### src/rtl/salign_pkg.sv
package salign_pkg;
  localparam int CD_W    = 9;   // whole-channel delay field
  localparam int BD_W    = 5;   // bit delay field
  localparam int BYTE_W  = 8;   // bits per channel
  localparam int Q_SH    = 2;   // log2 of ticks per bit
  localparam int CH_SH   = 5;   // log2 of ticks per channel
  localparam int OFF_W   = CD_W + CH_SH;

  typedef struct packed {
    logic [OFF_W-1:0] off;   // channel-0 offset in quarter-bit ticks
    logic [1:0]       sidx;  // quarter index sampled within each bit
  } align_t;

  function automatic align_t align_decode(logic [CD_W-1:0] cd,
                                          logic [BD_W-1:0] bd,
                                          logic            pt_mode);
    align_t a;
    logic [OFF_W-1:0] chan_part;
    logic [OFF_W-1:0] bit_part;
    chan_part = {cd, {CH_SH{1'b0}}};
    if (pt_mode) begin
      bit_part = {{(OFF_W-BD_W){1'b0}}, bd[BD_W-1:Q_SH], {Q_SH{1'b0}}};
      a.sidx   = bd[1:0] + 2'd2;   // 00->3/4, 01->4/4, 10->1/4, 11->2/4
    end else begin
      bit_part = {{(OFF_W-BD_W){1'b0}}, bd};
      a.sidx   = 2'd2;             // fixed 3/4 point
    end
    a.off = chan_part + bit_part;
    return a;
  endfunction
endpackage

### src/rtl/salign_cfg.sv
module salign_cfg
  import salign_pkg::*;
(
  input  logic            clk,
  input  logic            rst_n,
  input  logic            load,
  input  logic [CD_W-1:0] cd_in,
  input  logic [BD_W-1:0] bd_in,
  input  logic            mode_in,
  output align_t          eff
);
  logic [CD_W-1:0] act_cd;
  logic [BD_W-1:0] act_bd;
  logic            act_mode;

  always_ff @(posedge clk or negedge rst_n) begin
    if (!rst_n) begin
      act_cd   <= '0;
      act_bd   <= '0;
      act_mode <= 1'b0;
    end else if (load) begin
      act_cd   <= cd_in;
      act_bd   <= bd_in;
      act_mode <= mode_in;
    end
  end

  // On the frame-pulse tick the new setting governs that tick already.
  always_comb begin
    if (load) eff = align_decode(cd_in, bd_in, mode_in);
    else      eff = align_decode(act_cd, act_bd, act_mode);
  end
endmodule

### src/rtl/salign_pos.sv
module salign_pos
  import salign_pkg::*;
#(
  parameter int NUM_CH = 32,
  localparam int FQ    = NUM_CH * BYTE_W * 4,
  localparam int POS_W = $clog2(FQ)
) (
  input  logic             clk,
  input  logic             rst_n,
  input  logic             os_en,
  input  logic             fp,
  input  logic [OFF_W-1:0] off,
  output logic [POS_W-1:0] pos
);
  logic [POS_W-1:0] cnt;
  logic [POS_W-1:0] start;
  int unsigned      off_i;

  // Frame-pulse tick sits at delayed position (-off) mod frame length.
  always_comb begin
    off_i = {{(32-OFF_W){1'b0}}, off};
    if (off_i == 0) start = '0;
    else            start = POS_W'(FQ - off_i);
    pos = (os_en && fp) ? start : cnt;
  end

  always_ff @(posedge clk or negedge rst_n) begin
    if (!rst_n)        cnt <= '0;
    else if (os_en) begin
      if (pos == POS_W'(FQ - 1)) cnt <= '0;
      else                       cnt <= pos + 1'b1;
    end
  end
endmodule

### src/rtl/salign_deser.sv
module salign_deser
  import salign_pkg::*;
#(
  parameter int POS_W = 10,
  localparam int CH_W = POS_W - CH_SH
) (
  input  logic              clk,
  input  logic              rst_n,
  input  logic              os_en,
  input  logic [POS_W-1:0]  pos,
  input  logic [1:0]        sidx,
  input  logic              sdi,
  output logic              out_valid,
  output logic [BYTE_W-1:0] out_byte,
  output logic [CH_W-1:0]   out_chan
);
  logic [BYTE_W-2:0] shreg;
  logic              take;
  logic              last_bit;

  assign take     = os_en && (pos[1:0] == sidx);
  assign last_bit = (pos[CH_SH-1:Q_SH] == 3'(BYTE_W - 1));

  always_ff @(posedge clk or negedge rst_n) begin
    if (!rst_n) begin
      shreg     <= '0;
      out_valid <= 1'b0;
      out_byte  <= '0;
      out_chan  <= '0;
    end else begin
      out_valid <= 1'b0;
      if (take) begin
        shreg <= {shreg[BYTE_W-3:0], sdi};
        if (last_bit) begin
          out_valid <= 1'b1;
          out_byte  <= {shreg, sdi};
          out_chan  <= pos[POS_W-1:CH_SH];
        end
      end
    end
  end
endmodule

### src/rtl/stream_aligner.sv
module stream_aligner
  import salign_pkg::*;
#(
  parameter int NUM_CH = 32,
  localparam int FQ    = NUM_CH * BYTE_W * 4,
  localparam int POS_W = $clog2(FQ),
  localparam int CH_W  = POS_W - CH_SH
) (
  input  logic              clk,
  input  logic              rst_n,
  input  logic              os_en,
  input  logic              fp,
  input  logic              sdi,
  input  logic [CD_W-1:0]   cfg_chan_dly,
  input  logic [BD_W-1:0]   cfg_bit_dly,
  input  logic              cfg_pt_mode,
  output logic              out_valid,
  output logic [BYTE_W-1:0] out_byte,
  output logic [CH_W-1:0]   out_chan
);
  align_t           eff;
  logic [POS_W-1:0] pos;

  salign_cfg u_cfg (
    .clk     (clk),
    .rst_n   (rst_n),
    .load    (os_en && fp),
    .cd_in   (cfg_chan_dly),
    .bd_in   (cfg_bit_dly),
    .mode_in (cfg_pt_mode),
    .eff     (eff)
  );

  salign_pos #(.NUM_CH(NUM_CH)) u_pos (
    .clk   (clk),
    .rst_n (rst_n),
    .os_en (os_en),
    .fp    (fp),
    .off   (eff.off),
    .pos   (pos)
  );

  salign_deser #(.POS_W(POS_W)) u_deser (
    .clk       (clk),
    .rst_n     (rst_n),
    .os_en     (os_en),
    .pos       (pos),
    .sidx      (eff.sidx),
    .sdi       (sdi),
    .out_valid (out_valid),
    .out_byte  (out_byte),
    .out_chan  (out_chan)
  );
endmodule

### config.mk
export PLATFORM = sky130hd
export DESIGN_NAME = stream_aligner
export DESIGN_NICKNAME = d
export VERILOG_FILES = /design/src/rtl/salign_pkg.sv /design/src/rtl/salign_cfg.sv /design/src/rtl/salign_pos.sv /design/src/rtl/salign_deser.sv /design/src/rtl/stream_aligner.sv
export SDC_FILE = /design/constraint.sdc
export NUM_CORES = 1
export LEC_CHECK = 0
export BUFFER_PORTS_ARGS = -buffer_cell sky130_fd_sc_hd__buf_2
export CAP_MARGIN = 40
export CELL_PAD_IN_SITES_DETAIL_PLACEMENT = 1
export CELL_PAD_IN_SITES_GLOBAL_PLACEMENT = 1
export CORE_MARGIN = 5
export CORE_UTILIZATION = 25
export CTS_CLUSTER_SIZE = 14
export DETAILED_ROUTE_END_ITERATION = 16
export GPL_TIMING_DRIVEN = 0
export PLACE_DENSITY = 0.62
export SETUP_SLACK_MARGIN = 0.4
export SLEW_MARGIN = 40
export SYNTH_ARGS = -nofsm -noshare
export SYNTH_HDL_FRONTEND = slang
export SYNTH_SLANG_ARGS = --single-unit
### constraint.sdc
create_clock -name clk -period 3.4 [get_ports clk]
set_input_delay 0.51 -clock clk [delete_from_list [all_inputs] [get_ports clk]]
set_output_delay 0.51 -clock clk [all_outputs]
set_load 0.05 [all_outputs]
==> results of run 1 <==
==> worst reg2reg max path, delay by kind of cell, from the launching register on <==
family,cells,cell delay [ns]
flops,1,0.42
compound gates,3,0.71
buf+inv,1,0.06
fa+ha+maj,2,0.35
simple gates,6,1.27
==> kinds of logic (layout without fill, tap and decap cells) <==
family | count (synthesis) | after routing | share of synthesized area [%]
AND/OR/NAND/NOR | 91 | 91 | 21.60
flip-flops | 41 | 41 | 43.09
AO/OA/AOI/OAI | 46 | 46 | 14.35
adder cells (fa/ha/maj) | 2 | 2 | 1.051
buffers and inverters | 21 | 78 | 4.782
multiplexers | 24 | 24 | 12.24
XOR/XNOR | 7 | 7 | 2.891
==> final cells by class <==
cell class	instances	area (um^2)	area share, %
clock inverter	2	13.76	0.4455
timing repair buffer	49	300.3	9.721
multi-input combinational	170	1374	44.47
buffer	11	93.84	3.038
clock buffer	6	82.58	2.673
sequential	41	1026	33.21
inverter	10	37.54	1.215
tap	129	161.4	5.225
==> placed cells by master (no fill, tap or decap), types with 3 or more instances in the layout <==
| cell | count |
|---|---|
| o21ai_0 | 9 |
| buf_6 | 5 |
| mux2_4 | 7 |
| buf_4 | 19 |
| mux2i_1 | 3 |
| nand2b_1 | 3 |
| nand2_1 | 39 |
| dfrtp_1 | 41 |
| buf_2 | 30 |
| clkbuf_8 | 6 |
| nor2b_1 | 4 |
| a211oi_1 | 3 |
| xnor2_1 | 3 |
| mux2_2 | 13 |
| inv_1 | 9 |
| nor2_1 | 7 |
| nand3_1 | 4 |
| nand4b_1 | 3 |
| or3_1 | 3 |
==> what timing repair did <==
item | in CTS | in global routing
endpoints found under the setup margin | 27 | 23
buffers inserted | 5 | 11
resized for setup | 13 | 10
pin swaps | 8 | 15
hold buffers | 0 | 0
==> Yosys cell counts, drive strengths merged, types with 5 or more instances <==
| library cell | n |
|---|---|
| buf | 9 |
| inv | 10 |
| nand3 | 6 |
| mux2 | 20 |
| nor2 | 9 |
| o21ai | 11 |
| dfrtp | 41 |
| nor3 | 5 |
| nand2 | 41 |
==> per-stage QoR <==
stage          worst slack (ns)  total power [mW]
2_1_floorplan            0.4085             1.148
3_3_place_gp            -0.1045             1.298
3_5_place_dp            -0.1395             1.314
4_1_cts                  0.4013             1.707
5_1_grt                  0.3736             1.816
6_report                 0.4168             1.707
==> flip-flops by register name, summed over array words and instances, names as in the netlist <==
| register | count |
|---|---|
| u_pos.cnt | 10 |
| u_deser.out_byte | 8 |
| u_deser.shreg | 7 |
| u_cfg.act_bd | 5 |
| u_deser.out_chan | 5 |
| u_cfg.act_cd | 4 |
| u_cfg.act_mode | 1 |
| u_deser.out_valid | 1 |
==> power by group through the flow <==
stage          clock (mW)  sequential [mW]  combinational, mW
3_5_place_dp            0            0.701              0.613
3_3_place_gp            0            0.697              0.601
5_1_grt             0.382            0.711              0.722
2_1_floorplan           0            0.822              0.327
4_1_cts             0.366            0.692              0.648
6_report            0.346            0.691              0.669
==> worst max-delay path by stage <==
stage | start | end | slack (ns)
2_1_floorplan | fp | u_pos.cnt[3] | 0.41
3_3_place_gp | fp | u_pos.cnt[3] | -0.10
3_5_place_dp | fp | u_pos.cnt[5] | -0.14
4_1_cts | fp | u_pos.cnt[3] | 0.40
5_1_grt | fp | u_deser.out_byte[0] | 0.37
6_report | os_en | u_pos.cnt[3] | 0.42
==> metal layers <==
layer,vias to the layer above,track usage (%),wire [um]
met1,991,14.60,2906
met3,9,1.620,137
met5,-,0,0
met4,0,3.336,80
met2,27,20.43,3390
li1,948,-,-
==> summary.txt, run 1 <==
Outcome
  • Outcome: finished clean

Finish
  • Number of fill cells: between 1000 and 1500
  • Area grow syn2layout: 29.74%
  • Final Instance Count excl. Fillers: 418
  • Post-route core utilization: 33.27%
  • Share of cells above drive strength 1: 40.14%
  • Finished Cell Area: around 0.0031 mm^2
  • Antenna cells: 0
  • Layout net count: 310

Pwr
  • Max VDD drop: approximately 0.18 mV
  • Pint: 1.058 mW
  • Pwr/cell area: between 500 and 600 mW/mm^2
  • Leakage: 1.456 nW
  • Logic pwr share: between 30% and 40%
  • Clock network fraction of total power: 20.3%
  • Reg power frac: 40.5%
  • P_sw: 0.6493 mW
  • Switching Fraction: 38.04%

STA
  • Fmax achieved: 0.3352 GHz
  • RSZ-0062 raised after global routing: yes
  • Clock Skews: between 0.009 and 0.01 ns
  • Slew HR: around 65%
  • Final Cycle Share: 87.74%
  • Max Slew Vio Count: 0
  • Period minus WS final: about 3.0 ns
  • Setup-failing EPs final: 0
  • Setup TNS Final: 0 ns
  • Worst Max-Slew Pin Slew: 0.5229 ns
  • Hold slack final: between 0.15 and 0.2 ns
  • Hold Vio Cnt, Final: 0

Critical path
  • FF-to-FF path depth: 12
  • Critical path launch point type: primary input
  • Critical setup path kind: in -> reg
  • CP top delay family: simple AND/OR/NAND/NOR gates
  • Crit path required time: around 3.6 ns
  • Worst R2R Start: u_cfg.act_mode
  • Crit path depth: 14
  • Critical path buffers and inverters: 3
  • FF-to-FF End: u_pos.cnt[3]
  • Critical-path cell list: buf_6 -> and2_4 -> buf_6 -> buf_8 -> o21a_4 -> ha_4 -> nor3b_2 -> a22o_2 -> and4_4 -> nor2_4 -> ha_4 -> nand2_4 -> or3b_4 -> a31o_4
  • Worst path max stage delay: between 0.4 and 0.5 ns
  • Crit path capture type: flop
  • Slowest cell on the critical path: or3b_4
  • R2r setup slk: 0.47 ns
  • Arr. time, crit path: 3.18 ns
  • Crit-path max FO: 7

Clock tree
  • Max clock buf depth: 2
  • Clk_lat worst skew: 0.30 ns
  • CTS tree: yes
  • H-Tree Depth: 2
  • Clock sinks: 41
  • Clock transition at path regs: 0.09 ns
  • Root Driver: clkbuf_8
  • Num CTS Buffers: 5

Synthesis
  • Synthesized instance count: 232
  • Yosys cell types: 62
  • Ys flop type: dfrtp_1
  • Leading post-synthesis cells by cell area: dfrtp_1 43%, nand2_1 6.3%, mux2_2 6.1%, mux2_4 4.4%, o21ai_0 2.1%
  • Yosys reg bits: between 40 and 50
  • Post-synthesis sequential area ratio: 43.09%
  • Syn_area_per_cell: 10.26 um^2
  • Warnings from Yosys: 0
  • Post-Syn Area: 0.002381 mm^2
  • Biggest area consumer among synthesized cells: dfrtp_1
  • Mapped Nets: 254
  • Post-synth EDFFs: 0
  • Share of the synthesized area in the top cell type: 43.09%
  • Async set-reset flop share out of synthesis: 100.0%

Flow run
  • # Max-Cap Violations: 0

Global route
  • Vias in the first global route: 2011
  • Total congestion overflow: 0
  • Global Route Usage Sum: between 10% and 20%
  • First-pass GRT wire length: 10570 um
  • Largest net degree at the start of global routing: 42
  • Initial antenna violation count: 0

Floorplanning
  • Rows: 35
  • DIE WIDTH: 107.6 um
  • # IOs: 34
  • Starting Density: about a quarter
  • Core Area: 0.009284 mm^2
  • Die area: about 0.012 mm^2
  • Die Span Y: 107.6 um

Route
  • Post-DR wirelength/cell: 15.59 um
  • Drt via density: roughly 4.7
  • First-pass DRT Iterations: 4
  • DRC: 0
  • Routed Wire Length: 6516 um
  • Antenna viol nets, final: 0
  • Detailed-route via count: 1975
  • Iter 0 DRT Violations: 88

Place
  • Post-DP Area: 0.002755 mm^2
  • Number of port buffers: 33
  • HPWL after DPL: about 4800 um
  • Placed Cells: 394
  • GPL Wtd Cong: 0.7927

Hold path
  • Worst min path class: in -> async
Note: power is estimated with default switching activity, not from simulation.
==> run 2: changes to the inputs <==
--- a/config.mk
+++ b/config.mk
@@ -15,6 +15,7 @@
 export DETAILED_ROUTE_END_ITERATION = 16
 export GPL_TIMING_DRIVEN = 0
 export PLACE_DENSITY = 0.62
+export RECOVER_POWER = 25
 export SETUP_SLACK_MARGIN = 0.4
 export SLEW_MARGIN = 40
 export SYNTH_ARGS = -nofsm -noshare
==> summary.txt, run 2 (synthesis gave the netlist of run 1 again) <==
Outcome
  • Outcome: finished, violations left (was finished clean)
  • Failing checks: capacitance limit, slew limit

Critical path
  • Critical-path cell list: buf_6 -> and2_4 -> buf_6 -> buf_8 -> o21a_4 -> ha_4 -> nor3b_2 -> a22o_2 -> and4_4 -> nor2_4 -> ha_4 -> nand2_4 -> or3b_4 -> a31o_4 (unchanged)
  • Slowest cell on the critical path: or3b_4 (unchanged)
  • Crit-path max FO: 7 (unchanged)
  • Worst path max stage delay: 0.44 ns (about the same)
  • Critical path launch point type: primary input (unchanged)
  • Crit path capture type: flop (unchanged)
  • Critical path buffers and inverters: 3 (unchanged)
  • Crit path required time: 3.59 ns (about the same)
  • Arr. time, crit path: 3.18 ns (about the same)
  • Critical setup path kind: in -> reg (unchanged)
  • CP top delay family: simple AND/OR/NAND/NOR gates (unchanged)

Floorplanning
  • # IOs: 34 (unchanged)
  • Starting Density: 25.65% (unchanged)
  • Core Area: 0.009284 mm^2 (unchanged)
  • Die Span Y: 107.6 um (unchanged)
  • Rows: 35 (unchanged)
  • Die area: 0.01158 mm^2 (unchanged)
  • DIE WIDTH: 107.6 um (unchanged)

STA
  • Period minus WS final: 2.984 ns (was 2.983 ns)
  • Hold Vio Cnt, Final: 0 (unchanged)
  • RSZ-0062 raised after global routing: yes (unchanged)
  • Clock Skews: 0.009294 ns (about the same)
  • Max Slew Vio Count: 42 (was 0)
  • Worst Max-Slew Pin Slew: 2.186 ns (was 0.5229 ns)
  • Final Cycle Share: 87.75% (was 87.74%)
  • Slew HR: -45.73% (was 65.14%)
  • Hold slack final: 0.4686 ns (was 0.1726 ns)
  • Fmax achieved: 0.3352 GHz (about the same)
  • Post-route worst setup slack: 0.4164 ns (was 0.4168 ns)
  • Setup-failing EPs final: 0 (unchanged)

Finish
  • Most frequent cells in the layout: 41 x dfrtp_1, 39 x nand2_1, 30 x buf_2, 18 x buf_4, 13 x mux2_2 (was 41 x dfrtp_1, 39 x nand2_1, 30 x buf_2, 19 x buf_4, 13 x mux2_2)
  • Share of cells above drive strength 1: 39.79% (was 40.14%)
  • Antenna cells: 0 (unchanged)
  • Number of fill cells: 1092 (was 1091)
  • Post-route core utilization: 33.23% (was 33.27%)
  • Layout net count: 310 (unchanged)
  • Largest register FFs: 10 (unchanged)
  • Finished Cell Area: 0.003085 mm^2 (was 0.003089 mm^2)
  • Top flop regs: u_pos.cnt (10), u_deser.out_byte (8), u_deser.shreg (7) (unchanged)
  • Area grow syn2layout: 29.58% (was 29.74%)
  • Reg with most FFs: u_pos.cnt (unchanged)
  • Most common cell after layout, fill and taps aside: dfrtp_1 (unchanged)

Route
  • Antenna viol nets, final: 0 (unchanged)
  • Post-DR wirelength/cell: 15.60 um (was 15.59 um)
  • Detailed-route via count: 1978 (was 1975)
  • First-pass DRT Iterations: 4 (unchanged)
  • Drt via density: 4.732 (was 4.725)
  • DRC: 0 (unchanged)
  • Routed Wire Length: 6519 um (was 6516 um)
  • Iter 0 DRT Violations: 88 (unchanged)

Place
  • Number of port buffers: 33 (unchanged)
  • HPWL after DPL: 4774 um (unchanged)
  • GPL Wtd Cong: 0.7927 (unchanged)
  • Dpl ws: -0.1395 ns (unchanged)
  • Post-DP Area: 0.002755 mm^2 (unchanged)

Clock tree
  • Max clock buf depth: 2 (unchanged)
  • Clock transition at path regs: 0.08 ns (was 0.09 ns)
  • CTS Hold Bufs: 0 (unchanged)
  • H-Tree Depth: 2 (unchanged)
  • Clk_lat worst skew: 0.30 ns (about the same)
  • CTS tree: yes (unchanged)
  • Num CTS Buffers: 5 (unchanged)
  • Root Driver: clkbuf_8 (unchanged)
  • Clock sinks: 41 (unchanged)

Pwr
  • Pwr/cell area: 553.2 mW/mm^2 (was 552.6 mW/mm^2)
  • Leakage: 1.452 nW (was 1.456 nW)
  • Max VDD drop: 0.1828 mV (unchanged)

Global route
  • Total congestion overflow: 0 (unchanged)
  • Vias in the first global route: 2011 (unchanged)
  • Global Route Usage Sum: 11.57% (unchanged)
  • First-pass GRT wire length: 10570 um (unchanged)
  • Largest net degree at the start of global routing: 42 (unchanged)
  • Initial antenna violation count: 0 (unchanged)

Hold path
  • Worst min path class: in -> reg (was in -> async)

Flow run
  • # Max-Cap Violations: 1 (was 0)
==> run 2: path summary, 6_finish.rpt <==
check,start,to,slack [ns],cells after the start
min in group asynchronous,rst_n,u_cfg.act_bd[1],0.84,1
setup reg to reg,u_cfg.act_mode,u_pos.cnt[3],0.47,12
max in group asynchronous,rst_n,u_deser.shreg[2],1.31,1
hold reg to reg,u_cfg.act_cd[1],u_cfg.act_cd[1],0.49,2
hold / removal,sdi,u_deser.out_byte[0],0.47,2
setup / recovery,os_en,u_pos.cnt[3],0.42,14
==> run 2: area by class of cell <==
| type | count | area (um^2) | share of cell area, % |
|---|---|---|---|
| flip-flops and latches | 41 | 1026 | 33.25 |
| clock buffers | 6 | 82.58 | 2.676 |
| inverters | 10 | 37.54 | 1.217 |
| well taps | 129 | 161.4 | 5.231 |
| plain buffers | 11 | 93.84 | 3.041 |
| multi-input cells | 170 | 1374 | 44.53 |
| repair buffers | 49 | 296.5 | 9.611 |
| clock inverters | 2 | 13.76 | 0.4461 |
==> run 2: layer usage <==
metal | part of all wire [%] | vias up | GRT usage [%]
met5 | 0 | - | 0
met4 | 1.2 | 0 | 3.336
met3 | 2.1 | 9 | 1.620
met2 | 52 | 27 | 20.43
met1 | 44 | 994 | 14.60
li1 | - | 948 | -
==> run 2: timing repair <==
action,4_1_cts,5_1_grt
gates resized for setup,13,10
pin swaps,8,15
hold endpoints to repair,0,0
setup buffers,5,11
gates cloned,0,0
setup endpoints to repair,27,23
==> run 2: stage by stage <==
step,total power [mW],TNS [ns],cells
after floorplan,1.148,0,232
after global placement,1.298,-0.9127,394
after detailed placement,1.314,-1.540,394
after CTS,1.707,0,407
after global routing,1.815,0,418
final,1.707,0,418
==> run 2: power breakdown <==
part	total, mW	internal (mW)	switching (mW)
Clock	0.347	0.165	0.182
Combinational	0.669	0.281	0.388
Sequential	0.691	0.611	0.0802
